File: src/rtl/alu8_pkg.sv
package alu8_pkg;
  localparam int OPW = 5;
  localparam int FLW = 6;
  localparam int FH = 5, FS = 4, FV = 3, FN = 2, FZ = 1, FC = 0;

  typedef enum logic [OPW-1:0] {
    OP_ADD = 5'd0,  OP_ADC = 5'd1,  OP_SUB = 5'd2,  OP_SBC = 5'd3,
    OP_CMP = 5'd4,  OP_CPC = 5'd5,  OP_AND = 5'd6,  OP_OR  = 5'd7,
    OP_XOR = 5'd8,  OP_COM = 5'd9,  OP_NEG = 5'd10, OP_INC = 5'd11,
    OP_DEC = 5'd12, OP_LSL = 5'd13, OP_ROL = 5'd14, OP_LSR = 5'd15,
    OP_ROR = 5'd16, OP_ASR = 5'd17, OP_SWP = 5'd18
  } alu_op_e;

  localparam logic [FLW-1:0] M_ALL = 6'b111111;
  localparam logic [FLW-1:0] M_SVNZ = 6'b011110;
  localparam logic [FLW-1:0] M_SVNZC = 6'b011111;
endpackage

File: src/rtl/alu8_addsub.sv
module alu8_addsub #(
  parameter int W = 8
) (
  input  logic [W-1:0] x,
  input  logic [W-1:0] y,
  input  logic         cin,
  input  logic         sub,
  output logic [W-1:0] r,
  output logic         c,
  output logic         h,
  output logic         v
);
  localparam int HB = W / 2 - 1;
  logic [W:0] wide;
  logic xs, ys, rs, xh, yh, rh;

  always_comb begin
    if (sub) wide = {1'b0, x} - {1'b0, y} - {{W{1'b0}}, cin};
    else     wide = {1'b0, x} + {1'b0, y} + {{W{1'b0}}, cin};
    r  = wide[W-1:0];
    c  = wide[W];
    xs = x[W-1]; ys = y[W-1]; rs = r[W-1];
    xh = x[HB];  yh = y[HB];  rh = r[HB];
    if (sub) begin
      h = (~xh & yh) | (yh & rh) | (rh & ~xh);
      v = (xs & ~ys & ~rs) | (~xs & ys & rs);
    end else begin
      h = (xh & yh) | (yh & ~rh) | (~rh & xh);
      v = (xs & ys & ~rs) | (~xs & ~ys & rs);
    end
  end
endmodule

File: src/rtl/alu8_bitops.sv
module alu8_bitops
  import alu8_pkg::*;
#(
  parameter int W = 8
) (
  input  alu_op_e      op,
  input  logic [W-1:0] a,
  input  logic [W-1:0] b,
  input  logic         cin,
  output logic [W-1:0] r,
  output logic         c,
  output logic         v
);
  localparam int HW = W / 2;

  always_comb begin
    r = '0;
    c = 1'b0;
    v = 1'b0;
    case (op)
      OP_AND: r = a & b;
      OP_OR:  r = a | b;
      OP_XOR: r = a ^ b;
      OP_COM: begin r = ~a; c = 1'b1; end
      OP_LSR: begin r = {1'b0, a[W-1:1]};   c = a[0]; end
      OP_ROR: begin r = {cin, a[W-1:1]};    c = a[0]; end
      OP_ASR: begin r = {a[W-1], a[W-1:1]}; c = a[0]; end
      OP_SWP: r = {a[HW-1:0], a[W-1:HW]};
      default: r = '0;
    endcase
    if (op == OP_LSR || op == OP_ROR || op == OP_ASR) v = r[W-1] ^ c;
  end
endmodule

File: src/rtl/alu8_core.sv
module alu8_core
  import alu8_pkg::*;
#(
  parameter int W = 8
) (
  input  logic           clk,
  input  logic           rst,
  input  logic [OPW-1:0] op_i,
  input  logic [W-1:0]   a_i,
  input  logic [W-1:0]   b_i,
  input  logic           c_i,
  input  logic           z_i,
  output logic [W-1:0]   res_o,
  output logic [FLW-1:0] flags_o,
  output logic [FLW-1:0] upd_o,
  output logic           wr_o
);
  alu_op_e        op;
  logic [W-1:0]   ax, ay, ar, lr, r;
  logic           acin, asub, ac, ah, av, lc, lv;
  logic           use_arith, chain, wr;
  logic           fc, fv, fn, fz;
  logic [FLW-1:0] mask, flags;

  assign op = alu_op_e'(op_i);

  always_comb begin
    ax = a_i; ay = b_i; acin = 1'b0; asub = 1'b0;
    use_arith = 1'b1; chain = 1'b0; wr = 1'b1; mask = M_ALL;
    case (op)
      OP_ADD: ;
      OP_ADC: acin = c_i;
      OP_SUB: asub = 1'b1;
      OP_SBC: begin asub = 1'b1; acin = c_i; chain = 1'b1; end
      OP_CMP: begin asub = 1'b1; wr = 1'b0; end
      OP_CPC: begin asub = 1'b1; acin = c_i; chain = 1'b1; wr = 1'b0; end
      OP_NEG: begin ax = '0; ay = a_i; asub = 1'b1; end
      OP_INC: begin ay = W'(1); mask = M_SVNZ; end
      OP_DEC: begin ay = W'(1); asub = 1'b1; mask = M_SVNZ; end
      OP_LSL: ay = a_i;
      OP_ROL: begin ay = a_i; acin = c_i; end
      OP_AND, OP_OR, OP_XOR: begin use_arith = 1'b0; mask = M_SVNZ; end
      OP_COM, OP_LSR, OP_ROR, OP_ASR: begin use_arith = 1'b0; mask = M_SVNZC; end
      OP_SWP: begin use_arith = 1'b0; mask = '0; end
      default: begin use_arith = 1'b0; mask = '0; wr = 1'b0; end
    endcase
  end

  alu8_addsub #(.W(W)) u_addsub (
    .x(ax), .y(ay), .cin(acin), .sub(asub),
    .r(ar), .c(ac), .h(ah), .v(av)
  );

  alu8_bitops #(.W(W)) u_bitops (
    .op(op), .a(a_i), .b(b_i), .cin(c_i),
    .r(lr), .c(lc), .v(lv)
  );

  always_comb begin
    r  = use_arith ? ar : lr;
    fc = use_arith ? ac : lc;
    fv = use_arith ? av : lv;
    fn = r[W-1];
    fz = (r == '0) & (~chain | z_i);
    flags = '0;
    flags[FH] = ah;
    flags[FS] = fn ^ fv;
    flags[FV] = fv;
    flags[FN] = fn;
    flags[FZ] = fz;
    flags[FC] = fc;
    flags = flags & mask;
  end

  always_ff @(posedge clk) begin
    if (rst) begin
      res_o   <= '0;
      flags_o <= '0;
      upd_o   <= '0;
      wr_o    <= 1'b0;
    end else begin
      res_o   <= r;
      flags_o <= flags;
      upd_o   <= mask;
      wr_o    <= wr;
    end
  end
endmodule

File: config.mk
export PLATFORM = sky130hd
export DESIGN_NAME = alu8_core
export DESIGN_NICKNAME = d
export VERILOG_FILES = /design/src/rtl/alu8_pkg.sv /design/src/rtl/alu8_addsub.sv /design/src/rtl/alu8_bitops.sv /design/src/rtl/alu8_core.sv
export SDC_FILE = /design/constraint.sdc
export NUM_CORES = 1
export LEC_CHECK = 0
export BUFFER_PORTS_ARGS = -buffer_cell sky130_fd_sc_hd__buf_2
export CAP_MARGIN = 20
export CORE_UTILIZATION = 56
export CTS_CLUSTER_SIZE = 10
export DETAILED_ROUTE_END_ITERATION = 8
export PLACE_DENSITY = 0.83
export SLEW_MARGIN = 40
export SYNTH_ARGS = -nofsm -noshare
export SYNTH_HDL_FRONTEND = slang
export SYNTH_SLANG_ARGS = --single-unit
File: constraint.sdc
create_clock -name clk -period 9.5 [get_ports clk]
set_clock_uncertainty 0.1 [all_clocks]
set_input_delay 1.9 -clock clk [delete_from_list [all_inputs] [get_ports clk]]
set_output_delay 1.9 -clock clk [all_outputs]
set_load 0.02 [all_outputs]
# Word-level counts from Yosys, hierarchy flattened

Cells that the tools add are included.
Widths: inputs -> output; s select.

Bits in registers: 21
Bits of input ports: 25

Add/subtract/negate cells: 4
Equality and inequality tests: 18
Multiplexer cells: 17
Bitwise operators: 35
Reductions and logical operators: 15

Operators with widths:

| kind               | count |
|---|---|
| $pmux 8 s8         | 1 |
| $eq 5x4->1 const B | 8 |
| $eq 5x3->1 const B | 4 |
| $pmux 6 s3         | 1 |
| $reduce_or 17->1   | 1 |
| $mux 8             | 2 |
| $pmux 8 s2         | 1 |
| $and 1x1->1        | 15 |
| $eq 5x5->1 const B | 3 |
| $reduce_or 11->1   | 1 |
| $eq 5x2->1 const B | 2 |
| $mux 1             | 10 |
| $add 8x8->9        | 1 |
| $add 9x1->9        | 1 |
| $mux 9             | 1 |
| $reduce_or 9->1    | 1 |
| $sub 8x8->9        | 1 |
| $sub 9x1->9        | 1 |
| $and 8x8->8        | 1 |
| $logic_not 8->1    | 1 |
| $not 8->8          | 1 |
| $or 8x8->8         | 1 |
| $reduce_or 4->1    | 2 |
| $xor 8x8->8        | 1 |
| other kinds (12)   | 27 |

# Logic depth before layout (Yosys ltp)

Word-level depth: 13
Mapped depth: 16
Gate-level depth less buffers: 15

# Modules after synthesis

Synthesis repeated with hierarchy kept, for this count alone.

Cells, all modules: 351
Area total of the unflattened synthesis: 2781.4 um^2

By module, submodules not included:

| module      | times used | cells an instance | area an instance (um^2) | seq. area each (um^2) |
|---|---|---|---|---|
| alu8_core   | 1          | 120               | 1071.0                  | 360.3 |
| alu8_addsub | 1          | 136               | 1001.0                  | 0.0 |
| alu8_bitops | 1          | 95                | 709.4                   | 0.0 |

# Least setup slack after synthesis

Ideal clock, no wire load.

Path type: in2reg
Start point: in op_i[0]
End point: reg flags_o[4]
Arrival time: 4.700 ns
Slack: 4.626 ns
Stages: 15
Cell sequence: clkbuf_1 > nand3b_1 > a21oi_1 > inv_1 > o22ai_1 > ha_1 > inv_1 > ha_1 > nand4_1 > a21oi_2 > o41ai_2 > xor2_1 > mux2i_1 > or4_4 > o211ai_2

Longest elaborated chain between the ends: 13
Elaborated cells between the ends (all ways): 63

RTL lines:

| element                                                      | RTL line                             | text |
|---|---|---|
| from (decl)                                                  | alu8_core.sv:8                       | `input logic [OPW-1:0] op_i,` |
| $eq 5x4->1                                                   | alu8_core.sv:30                      | `case (op)` |
| $reduce_or 3->1 (no line) or $reduce_or 2->1 (tied branches) | -                                    |  |
| $pmux 8 s2                                                   | alu8_core.sv:30                      |  |
| $add 8x8->9 or $sub 8x8->9 (tied branches)                   | alu8_addsub.sv:19, alu8_addsub.sv:18 |  |
| $add 9x1->9 or $sub 9x1->9 (tied branches)                   | alu8_addsub.sv:19, alu8_addsub.sv:18 |  |
| $mux 9                                                       | alu8_addsub.sv:18                    | `if (sub) wide = {1'b0, x} - {1'b0, y} - {{W{1'b0}}, cin};` |
| $not 1->1                                                    | alu8_addsub.sv:26, alu8_addsub.sv:29 |  |
| $and 1x1->1 (on tied branches)                               | alu8_addsub.sv:29, alu8_addsub.sv:26 |  |
| $or 1x1->1 (on tied branches)                                | alu8_addsub.sv:29, alu8_addsub.sv:26 |  |
| $mux 1                                                       | alu8_addsub.sv:24                    | `if (sub) begin` |
| $mux 1                                                       | alu8_core.sv:62                      | `fv = use_arith ? av : lv;` |
| $xor 1x1->1                                                  | alu8_core.sv:67                      | `flags[FS] = fn ^ fv;` |
| $and 6x6->6 *                                                | alu8_core.sv:72                      | `flags = flags & mask;` |
| to (signal assigned)                                         | alu8_core.sv:83                      | `flags_o <= flags;` |
| to (decl)                                                    | alu8_core.sv:14                      | `output logic [FLW-1:0] flags_o,` |

Mark *: on every way between the ends. The rest lies on a longest branch, timed or not.
A chain may end at the register's enable or synchronous reset.

# Worst setup path in the final report

Start point: in op_i[2]
End point: reg flags_o[4]

Same word-level chain as after synthesis.

==> impl_metrics.ini <==
[status]
outcome = finished clean

[floorplan]
pin_count = 46
die-area_mm2 = 0.00477
die_w_um = 69.0
dieHeight_um = 69.0
core_mm2 = 0.00432
initial_utilization = 0.582
core.rowCount = 24

[clocking]
clock-sinks = 18
cts_tree = built
ctsHoldBuffers = 0
clock_path_buffers = 2
clk_pin_slew_ns = 0.06
cts-htree-levels = 1
cts_root_buffer = clkbuf_8
cts_made_buffers = 3
post_cts_resize_count = 0
post_cts_buffers = 0

[sta]
setup_viol = 0
clock.fmax_mhz = 191
worst_slew_pin_slew_ns = 0.723
fin_setup_tns_ns = 0
maxSlewViolCount = 0
period_share = 0.550
period_minus_slack_ns = 5.22
whs_ns = 1.88
rsz0062_at_grt = no
hold_viol_final = 0
relSlewSlack = 0.514

[synthesis]
yosysWarningCount = 0
synth.avg_cell_area_um2 = 7.72
synth_fp_nets = 393
syn-cell-area_mm2 = 0.00252
syn-instance-count = 326
yosysUniqueCellTypes = 66
synth-edff-count = 0
seq_area_frac_synth = 0.143
async_flop_share = 0
synth_ff_type = dfxtp_1
ys_ff_latch = 18

[worst_setup_path]
path_buf_inv = 3
crit_path_end_kind = flip-flop
crit_path_frequent_cell = ha_1
cp.arrival_ns = 5.30
worstPathRequired_ns = 9.58
max_stage_delay_ns = 0.53
critPathKind = in -> reg
worst-path-max-fanout = 15
crit_chain = buf_2 > or2_1 > nand3_1 > clkinv_1 > o22ai_1 > ha_1 > inv_1 > ha_1 > nand4_1 > a21oi_2 > o41ai_2 > xor2_1 > mux2i_1 > or4_4 > o211ai_2
cp_top_family = simple AND/OR/NAND/NOR gates
cp-start-kind = input port
slowest_stage = or4_4

[finish]
antenna_cells = 0
multi_input_area_mm2 = 0.00191
fill_cells = 428
fin_nets = 426
regArea_um2 = 360
synthToLayoutAreaGrowth_pct = 10.2
drive_gt1_frac = 0.168

[global_routing]
grt_start_max_net_pins = 21
grt_pass1_wl_um = 11300
antenna_found_initial = 0
grt_pass1_vias = 2455
grtUsageTotal = 0.289
grt-ovfl-total = 0

[routing]
dr.pass1.iters = 5
ant_nets = 0
drc = 0
vias_per_cell = 6.24
dr.first_iter.drc_count = 175
vias = 2557
totalWireLength_um = 6740
wl_per_cell_um = 16.4

[pwr]
power_density_mw_per_mm2 = 109
peakVddDrop_mv = 0.0599
p_leak_nw = 1.37

[worst_hold_path]
hold_class = in -> reg

[job]
drv_cap = 0

[place]
gp_congestion = 0.957
dp_hpwl_um = 5440
port_buffers = 45
==> sequential cells by signal (all words and copies together), names as in the netlist <==
signal / cells
flags_o: 6
res_o: 8
upd_o: 3
wr_o: 1
==> cell families after synthesis <==
group / count (synthesis) / synth area share
simple gates: 103 / 0.222
flops: 18 / 0.143
xor+xnor: 13 / 0.0453
fa+ha+maj: 42 / 0.221
mux: 5 / 0.0204
compound gates: 87 / 0.250
buf+inv: 58 / 0.0990
==> cells in the final DEF (no fill, tap or decap), types with 9 or more instances in the layout <==
| cell | instances |
|---|---|
| ha_1 | 38 |
| a21oi_1 | 18 |
| o22ai_1 | 9 |
| o21ai_0 | 9 |
| nor2_1 | 33 |
| nand2_1 | 19 |
| dfxtp_1 | 18 |
| buf_2 | 45 |
| inv_1 | 39 |
==> worst paths after layout <==
check	startpoint	end	cells after the start
hold / removal	rst	res_o[2]	2
setup / recovery	op_i[2]	flags_o[4]	15
==> metal layers <==
metal  up-vias  GRT usage  wire length, µm
li1       1230          -                -
met2       126      0.482             3170
met4         0      0.132              134
met3        12     0.0146              520
met5         -          0                0
met1      1189      0.382             2910
==> area by class of cell <==
class | instances | area share
Tap cell | 52 | 0.0235
Inverter | 40 | 0.0542
Timing Repair Buffer | 46 | 0.0830
Multi-Input combinational cell | 250 | 0.690
Clock buffer | 4 | 0.0199
Sequential cell | 18 | 0.130
==> metrics by stage <==
stage / setup slack, ns / cell area, µm² / utilization / total power, mW / instances
floorplan: 4.63 / 2520 / - / 0.202 / 326
global placement: 4.18 / 2710 / 0.626 / 0.239 / 405
detailed placement: 4.04 / 2710 / 0.626 / 0.242 / 405
CTS: 4.29 / 2760 / 0.639 / 0.302 / 409
global route: 4.00 / 2770 / 0.641 / 0.324 / 410
finish: 4.28 / 2770 / 0.641 / 0.303 / 410
==> cell usage after synthesis (all sizes together), types with 2 or more instances <==
| cell type | n | area [µm²] |
|---|---|---|
| fa | 4 | 80.1 |
| xnor2 | 8 | 70.1 |
| inv | 39 | 146 |
| a31oi | 2 | 12.5 |
| nand2 | 19 | 71.3 |
| a222oi | 4 | 40.0 |
| and2 | 2 | 12.5 |
| and4b | 2 | 20.0 |
| clkbuf | 8 | 30.0 |
| a21oi | 19 | 98.9 |
| a32oi | 2 | 17.5 |
| mux2i | 4 | 40.0 |
| buf | 10 | 68.8 |
| nand4 | 3 | 18.8 |
| a22o | 2 | 17.5 |
| a221oi | 3 | 26.3 |
| o22ai | 9 | 56.3 |
| nand3b | 2 | 15.0 |
| nor3b | 3 | 22.5 |
| nor2 | 34 | 135 |
| xor2 | 5 | 43.8 |
| and3 | 2 | 12.5 |
| nand4b | 2 | 17.5 |
| dfxtp | 18 | 360 |
| o221ai | 2 | 17.5 |
| nand3 | 5 | 25.0 |
| a221o | 2 | 20.0 |
| a211oi | 6 | 50.1 |
| o21ai | 11 | 55.1 |
| nor2b | 6 | 45.0 |
| a22oi | 5 | 37.5 |
| o211ai | 6 | 50.1 |
| and3b | 3 | 26.3 |
| nor3 | 8 | 40.0 |
| nand2b | 6 | 37.5 |
| ha | 38 | 475 |
==> where the power goes <==
group          leakage, nW  total (mW)  switching [mW]  internal [mW]
Clock               0.0288      0.0589          0.0221         0.0367
Combinational         1.19       0.160          0.0983         0.0616
Sequential           0.148      0.0837         0.00137         0.0824
(Power assumes the default switching activity.)
